--- src/rtl/page_write_ctrl.sv ---
module page_write_ctrl #(
  parameter int ADDR_W     = 11,
  parameter int PAGE_BYTES = 16,
  parameter int WR_CYCLES  = 250000
) (
  input  logic              clk,
  input  logic              rst_n,
  input  logic              wr_begin,
  input  logic [ADDR_W-1:0] wr_addr,
  input  logic              byte_vld,
  input  logic [7:0]        byte_data,
  input  logic              wp_sample,
  input  logic              wp_pin,
  input  logic              start_evt,
  input  logic              stop_evt,
  output logic              ack_vld,
  output logic              ack,
  output logic              busy,
  output logic              mem_we,
  output logic [ADDR_W-1:0] mem_addr,
  output logic [7:0]        mem_wdata
);
  localparam int OFS_W = $clog2(PAGE_BYTES);
  localparam int PG_W  = ADDR_W - OFS_W;
  localparam int TMR_W = $clog2(WR_CYCLES + 1);

  typedef enum logic [1:0] {S_IDLE, S_FILL, S_COMMIT, S_WAIT} st_t;

  st_t                   st;
  logic [PG_W-1:0]       page;
  logic [OFS_W-1:0]      ptr, idx;
  logic [PAGE_BYTES-1:0] filled;
  logic [7:0]            pbuf [PAGE_BYTES];
  logic                  prot;
  logic [TMR_W-1:0]      tmr;

  wire accept = (st == S_FILL) && !prot && byte_vld;

  assign busy      = (st == S_COMMIT) || (st == S_WAIT);
  assign mem_we    = (st == S_COMMIT) && filled[idx];
  assign mem_addr  = {page, idx};
  assign mem_wdata = pbuf[idx];

  always_ff @(posedge clk) begin
    if (accept) pbuf[ptr] <= byte_data;
  end

  always_ff @(posedge clk or negedge rst_n) begin
    if (!rst_n) begin
      ack_vld <= 1'b0;
      ack     <= 1'b0;
    end else begin
      ack_vld <= byte_vld;
      ack     <= accept;
    end
  end

  always_ff @(posedge clk or negedge rst_n) begin
    if (!rst_n) begin
      st     <= S_IDLE;
      page   <= '0;
      ptr    <= '0;
      idx    <= '0;
      filled <= '0;
      prot   <= 1'b0;
      tmr    <= '0;
    end else begin
      case (st)
        S_IDLE, S_FILL: begin
          if (start_evt) begin
            st     <= S_IDLE;
            filled <= '0;
          end else if (wr_begin) begin
            st     <= S_FILL;
            page   <= wr_addr[ADDR_W-1:OFS_W];
            ptr    <= wr_addr[OFS_W-1:0];
            filled <= '0;
            prot   <= 1'b0;
          end else if (st == S_FILL) begin
            if (wp_sample && filled == '0) prot <= wp_pin;
            if (accept) begin
              filled[ptr] <= 1'b1;
              ptr         <= ptr + OFS_W'(1);
            end
            if (stop_evt) begin
              if (filled != '0 && !prot) begin
                st  <= S_COMMIT;
                idx <= '0;
              end else begin
                st     <= S_IDLE;
                filled <= '0;
              end
            end
          end
        end
        S_COMMIT: begin
          idx <= idx + OFS_W'(1);
          if (idx == OFS_W'(PAGE_BYTES - 1)) begin
            st  <= S_WAIT;
            tmr <= '0;
          end
        end
        S_WAIT: begin
          tmr <= tmr + TMR_W'(1);
          if (tmr == TMR_W'(WR_CYCLES - 1)) begin
            st     <= S_IDLE;
            filled <= '0;
          end
        end
        default: st <= S_IDLE;
      endcase
    end
  end
endmodule


--- config.mk ---
export PLATFORM = sky130hd
export DESIGN_NAME = page_write_ctrl
export DESIGN_NICKNAME = d
export VERILOG_FILES = /design/src/rtl/page_write_ctrl.sv
export SDC_FILE = /design/constraint.sdc
export NUM_CORES = 1
export LEC_CHECK = 0
export BUFFER_PORTS_ARGS = -buffer_cell sky130_fd_sc_hd__buf_2
export CELL_PAD_IN_SITES_DETAIL_PLACEMENT = 2
export CELL_PAD_IN_SITES_GLOBAL_PLACEMENT = 2
export CORE_MARGIN = 2
export CORE_UTILIZATION = 45
export CTS_CLUSTER_DIAMETER = 40
export DETAILED_ROUTE_END_ITERATION = 6
export HOLD_SLACK_MARGIN = 0.03
export PLACE_DENSITY_LB_ADDON = 0.15
export REMOVE_ABC_BUFFERS = 1
export SLEW_MARGIN = 15
export SYNTH_ARGS = -nofsm -noshare
export SYNTH_HDL_FRONTEND = slang
export SYNTH_SLANG_ARGS = --single-unit
export TNS_END_PERCENT = 100
--- constraint.sdc ---
create_clock -name clk -period 2.6 [get_ports clk]
set_input_delay 0.52 -clock clk [delete_from_list [all_inputs] [get_ports clk]]
set_output_delay 0.52 -clock clk [all_outputs]
set_load 0.02 [all_outputs]
Word-level counts from Yosys, hierarchy flattened --
Memories as Yosys holds them, arrays and structs flattened. Index checks and enable logic that the tools add are counted.
Word-level totals: flip-flop bits (word level) 54, latch bits 0, RAM bits 128, bits in read-only memories 0, memories kept 1
Memory list:
- pbuf | words 16, bits a word 8, read ports 1, clocked after memory_dff 0, write ports 1, line 33 | logic [7:0] pbuf [PAGE_BYTES];
Cells by class: add/subtract/negate cells 3, multiply operators 0, div/mod/pow operators 0, order comparisons 3, eq/ne operators 14, shift-type cells 0, muxes and demuxes 36, bitwise logic cells 2, reduce and logical (&&, ||, !) cells 25
Operator list (count):
- 16-bit two-way mux | 7
- 18-bit case mux with 2 select lines | 1
- 4-bit two-way mux | 8
- 16-bit case mux with 2 select lines | 1
- 18-bit by 1-bit adder with 18-bit output (second input constant) | 1
- 18-bit == test (second input constant) | 1
- 18-bit two-way mux | 1
- 16-bit logical NOT | 1
- 16-bit bitwise OR | 1
- 16-bit nonzero test | 1
- 2-bit two-way mux | 7
- 4-bit AND reduction | 3
- 2-bit nonzero test | 6
- 4-bit by 5-bit < comparator with 1-bit output (second input constant) | 2
- 2-bit != test (second input constant) | 5
- 4-bit by 1-bit adder with 4-bit output (second input constant) | 2
- 4-bit != test (second input constant) | 2
- 4-bit case mux with 2 select lines | 1
- 1-bit two-way mux | 7
- 1-bit logical AND | 6
- 2-bit case mux with 3 select lines | 1
- 3-bit AND reduction | 2
- 6-bit AND reduction | 1
- 1-bit binary-select mux with 4-bit select | 1
- 12 further kinds | 14

Longest topological paths before layout --
depth after elaboration 12, depth in mapped cells 6

Worst setup path after synthesis --
No wires, ideal clock.
path kind register -> output, start point register idx[0], end point output mem_we, data arrival time 1929 ps, setup slack 151 ps, stages on the path, launching flop included 5, path buffers 1, cells stage by stage dfrtp_1 buf_6 mux4_1 mux4_2 and2_1
On the way: longest elaborated chain between the ends 3
Ends and longest elaborated chain:
- start, declared | line 31 | logic [OFS_W-1:0] ptr, idx;
- start signal, assigned | line 97 | idx <= idx + OFS_W'(1);
- 1-bit binary-select mux with 4-bit select | line 40 | assign mem_we = (st == S_COMMIT) && filled[idx];
- 1-bit two-way mux (not written as such) | line 40
- 1-bit logical AND | line 40
- end, declared | line 19 | output logic mem_we,
Every way passes these cells. The select of a mux whose other input is x is not followed.

Worst setup path in the final report --
start point register idx[0], end point output mem_wdata[4]
On the way: longest elaborated chain between the ends 1
Ends and longest elaborated chain:
- memory 16 x 8 bit
- end, declared | line 21 | output logic [7:0] mem_wdata
Every way passes these cells.

==> results list <==
- Number of enable-type register cells in the synthesized netlist: 128
- TritonCTS built the clock tree.
- Before CTS, the worst setup slack after placement is 0.000360 ns.
* Number of clock sinks seen by CTS: approximately 180
* Number of nets still failing antenna checks after routing: 0
- WL per Instance: about 29 µm
- Layout cell share with drive strength beyond 1: 31.2%
- Total global-route track usage: a little over a quarter
- Leaving out fill and tap cells, the most frequent cell in the layout is edfxtp_1.
- Clock insertion delay at the later pin of the skew report: 0.44 ns
* Crit start category: register
- For this run, the top clock speed supported by timing is ~340 MHz.
* Top area cells in the synthesized netlist: edfxtp_1 (50%), dfrtp_1 (18%), mux4_2 (11%)
* Final critical-path required period: a little under 3 ns
- Yosys mapped the design onto 50 distinct sky130hd cell types.
- For this run, the number of Yosys warnings is 0.
* Final antenna diode count: 0
* Run status: finished with violations
- In this run, synthesis produced a sequential element count of roughly 180.
- Leftover overflow at the end of global routing: 0
- Post-Synthesis Cells: 451
- Setup violations remaining at the end of the flow were counted as 9.
* Failing checks: setup timing
* Slew headroom: 50.5%
* Routability congestion estimate from global placement: 0.783
- Total number of nets in the final design: 572
- During placement, the flow inserted port buffers numbering around 50.
- After detailed routing, the number of vias per cell comes to 6.05.
- The largest total area in the synthesized netlist belongs to edfxtp_1.
- The number of placed instances, taps included, is 730.
- First DRT Iteration DRCs: 290
- Summing all multi-input logic gate instances after layout gives approximately 0.0023 mm².
* Iteration count of the initial detailed-routing pass: 5
- The share of synthesized area in the top cell type comes to roughly half.
- Leakage: between 3 and 4 nW
- Detailed Place HPWL: 13900 µm
- Number of core rows: 47
* Hold Path Class: in -> reg
* Commonest non-fill, non-tap cells in the layout: edfxtp_1 (128), dfrtp_1 (52), mux4_2 (42), buf_2 (42), buf_4 (30)
* Max IR drop VDD: 0.572 mV
- Dominant synthesized flop cell: edfxtp_1
- Across the whole layout, storage elements account for 0.00520 mm².
* Die Span Y: 135 µm
* RSZ-0062 raised after global routing: yes
- In this run the power density over the cells is 900 mW/mm².
- Core area: 0.0166 mm²
- Worst Setup Path Type: reg -> out
* Mapped Avg Cell Area: 17.0 µm²
- Routed wire length: between 20000 and 25000 µm
- Top Ports: 50
- Traced cell by cell, the critical path runs through buf_12 > buf_12 > buf_16 > mux4_2 > mux4_2 > buf_6.
- Die footprint: 0.0181 mm²
- Via count of the routed design: 4661
- Vias in the first global route: between 5000 and 6000
- The number of antenna violations at the first check in global routing is 1.
* Number of levels in the clock H-tree: 4
* Initial core utilization: 46.1%
- The worst path uses 112% of the clock period.
- For the pin with the worst max-slew slack, the measured transition is 0.733 ns.
- The kind of cell with the highest combined delay along the critical path is multiplexers.
* Area overhead of the layout relative to synthesis: 18.5%
* Final critical-path setup slack: -0.302 ns
- Maximum clock path buffer count: 2
- The cell area that synthesis handed to floorplanning was 0.00767 mm².
- DRC violation count after routing: 0
- For this design, the slowest cell found on the critical path is mux4_2.
- Number of buffer and inverter instances along the worst setup path: 4
- Max-cap violations in this run came to 0.
- Share of synthesized area occupied by flip-flops and latches: ~68%
- After clock tree synthesis, the clock-pin slew on the worst setup and hold paths is about 0.07 ns.
- The clock arrives with 0.0130 ns of skew.
- Number of buffers inserted during clock tree synthesis: 17
* Fraction of registers with async set or reset after synthesis: between 20% and 30%
- Entering global routing, the biggest net connects 24 pins.
- Critical-path maximum fanout: 6
- Final slew viol count: 0
- Count of non-filler cells in the finished layout: 771
* Worst Path Arrival: 2.38 ns
- Master cell of the clock root buffer: clkbuf_16
- The first global-routing pass estimated around 34000 µm of wire.
* Horiz. Die Dim: approximately 130 µm
- After filler insertion, the fill cell instance count of the layout stands at 1487.
* Number of failing hold endpoints at the final stage: 0
- Data on the critical path is required at its endpoint by between 2 and 2.5 ns.
- The largest single stage delay on the critical path is 0.51 ns.
* Kind of end point of the critical path: output port
-- flip-flops by register name, summed over array words and instances, names as in the netlist --
signal / cells
page: 7
st: 2
ptr: 4
filled: 16
tmr: 18
idx: 4
ack_vld: 1
ack: 1
prot: 1
pbuf: 128
-- per-stage QoR --
step                power [mW]  setup TNS [ns]  utilization (%)  hold slack [ns]  instance area [µm²]
finish                    8.18           -2.58             54.6            0.222                 9080
detailed placement        5.32               0             50.2            0.451                 8360
global route              8.50           -3.15             54.6            0.211                 9080
CTS                       8.18           -2.70             54.5            0.218                 9070
floorplan                 4.64           -8.27                -            0.224                 7560
global placement          5.25               0             50.2            0.435                 8360
-- cell type report --
cell class              count  share of cell area, %
well taps                 220                   3.03
clock inverters            11                   1.12
clock buffers              20                   4.81
flip-flops and latches    182                   57.2
multi-input cells         240                   25.6
inverters                   8                  0.331
repair buffers             90                   7.95
-- path summary, 6_finish.rpt --
kind	start	endpoint	slack, ns	cells past startpoint
worst min register to register	tmr[17]	tmr[17]	0.48	1
worst min-delay path	byte_vld	ack_vld	0.22	1
worst max register to register	st[1]	tmr[12]	0.39	4
max in group asynchronous	rst_n	idx[0]	1.51	3
worst max-delay path	idx[0]	mem_wdata[4]	-0.30	6
min in group asynchronous	rst_n	tmr[13]	0.52	2
-- synth_stat cells (all sizes together), types with 3 or more instances --
| master | n |
|---|---|
| nand2b | 3 |
| mux2i | 6 |
| dfrtp | 54 |
| and3 | 9 |
| clkbuf | 12 |
| nand4 | 9 |
| nand3 | 9 |
| nor2 | 10 |
| mux2 | 7 |
| a21oi | 5 |
| and2 | 18 |
| a2bb2oi | 16 |
| ha | 6 |
| o21ai | 24 |
| nand2 | 21 |
| inv | 8 |
| buf | 9 |
| mux4 | 45 |
| nor2b | 4 |
| nor4 | 6 |
| nor3 | 7 |
| edfxtp | 128 |
| a31oi | 8 |
-- where the power goes --
part / switching [mW] / internal [mW] / leakage [nW]
registers: 0.133 / 3.19 / 1.86
logic: 1.15 / 1.25 / 1.25
clock network: 1.14 / 1.32 / 0.255
total: 2.42 / 5.76 / 3.37
-- layer usage --
metal | up-vias | track usage (%) | share of wire [%] | routed length (µm)
met3 | 29 | 5.63 | 5.3 | 1180
met4 | 0 | 10.8 | 2.7 | 597
li1 | 1992 | - | - | -
met1 | 2484 | 33.2 | 40 | 8790
met5 | - | 0 | 0 | 0
met2 | 156 | 44.9 | 52 | 11600
-- timing repair --
action,in CTS,in global routing
endpoints found under the hold margin,11,0
resized for setup,17,10
endpoints found under the setup margin,9,9
setup buffers,4,3
hold buffers,1,0
cloned,3,0
-- worst register-to-register path, delay by kind of cell (launching register included) --
kind               cells  cell delay (ns)
DFF                    1             0.61
AOI/OAI and AO/OA      1             0.12
and+or+nand+nor        3             1.34
-- kinds of logic (layout without fill, tap and decap cells) --
| kind of cell | after synthesis | in the layout | synth area share [%] |
|---|---|---|---|
| buffers and inverters | 29 | 129 | 1.73 |
| muxes | 58 | 58 | 15.4 |
| adders and majority gates | 6 | 6 | 0.979 |
| AOI/OAI and AO/OA | 71 | 71 | 6.48 |
| and+or+nand+nor | 104 | 104 | 7.51 |
| xor gates and xnor gates | 1 | 1 | 0.114 |
| DFF | 182 | 182 | 67.8 |
No activity file was read; power rests on OpenSTA's default activity.
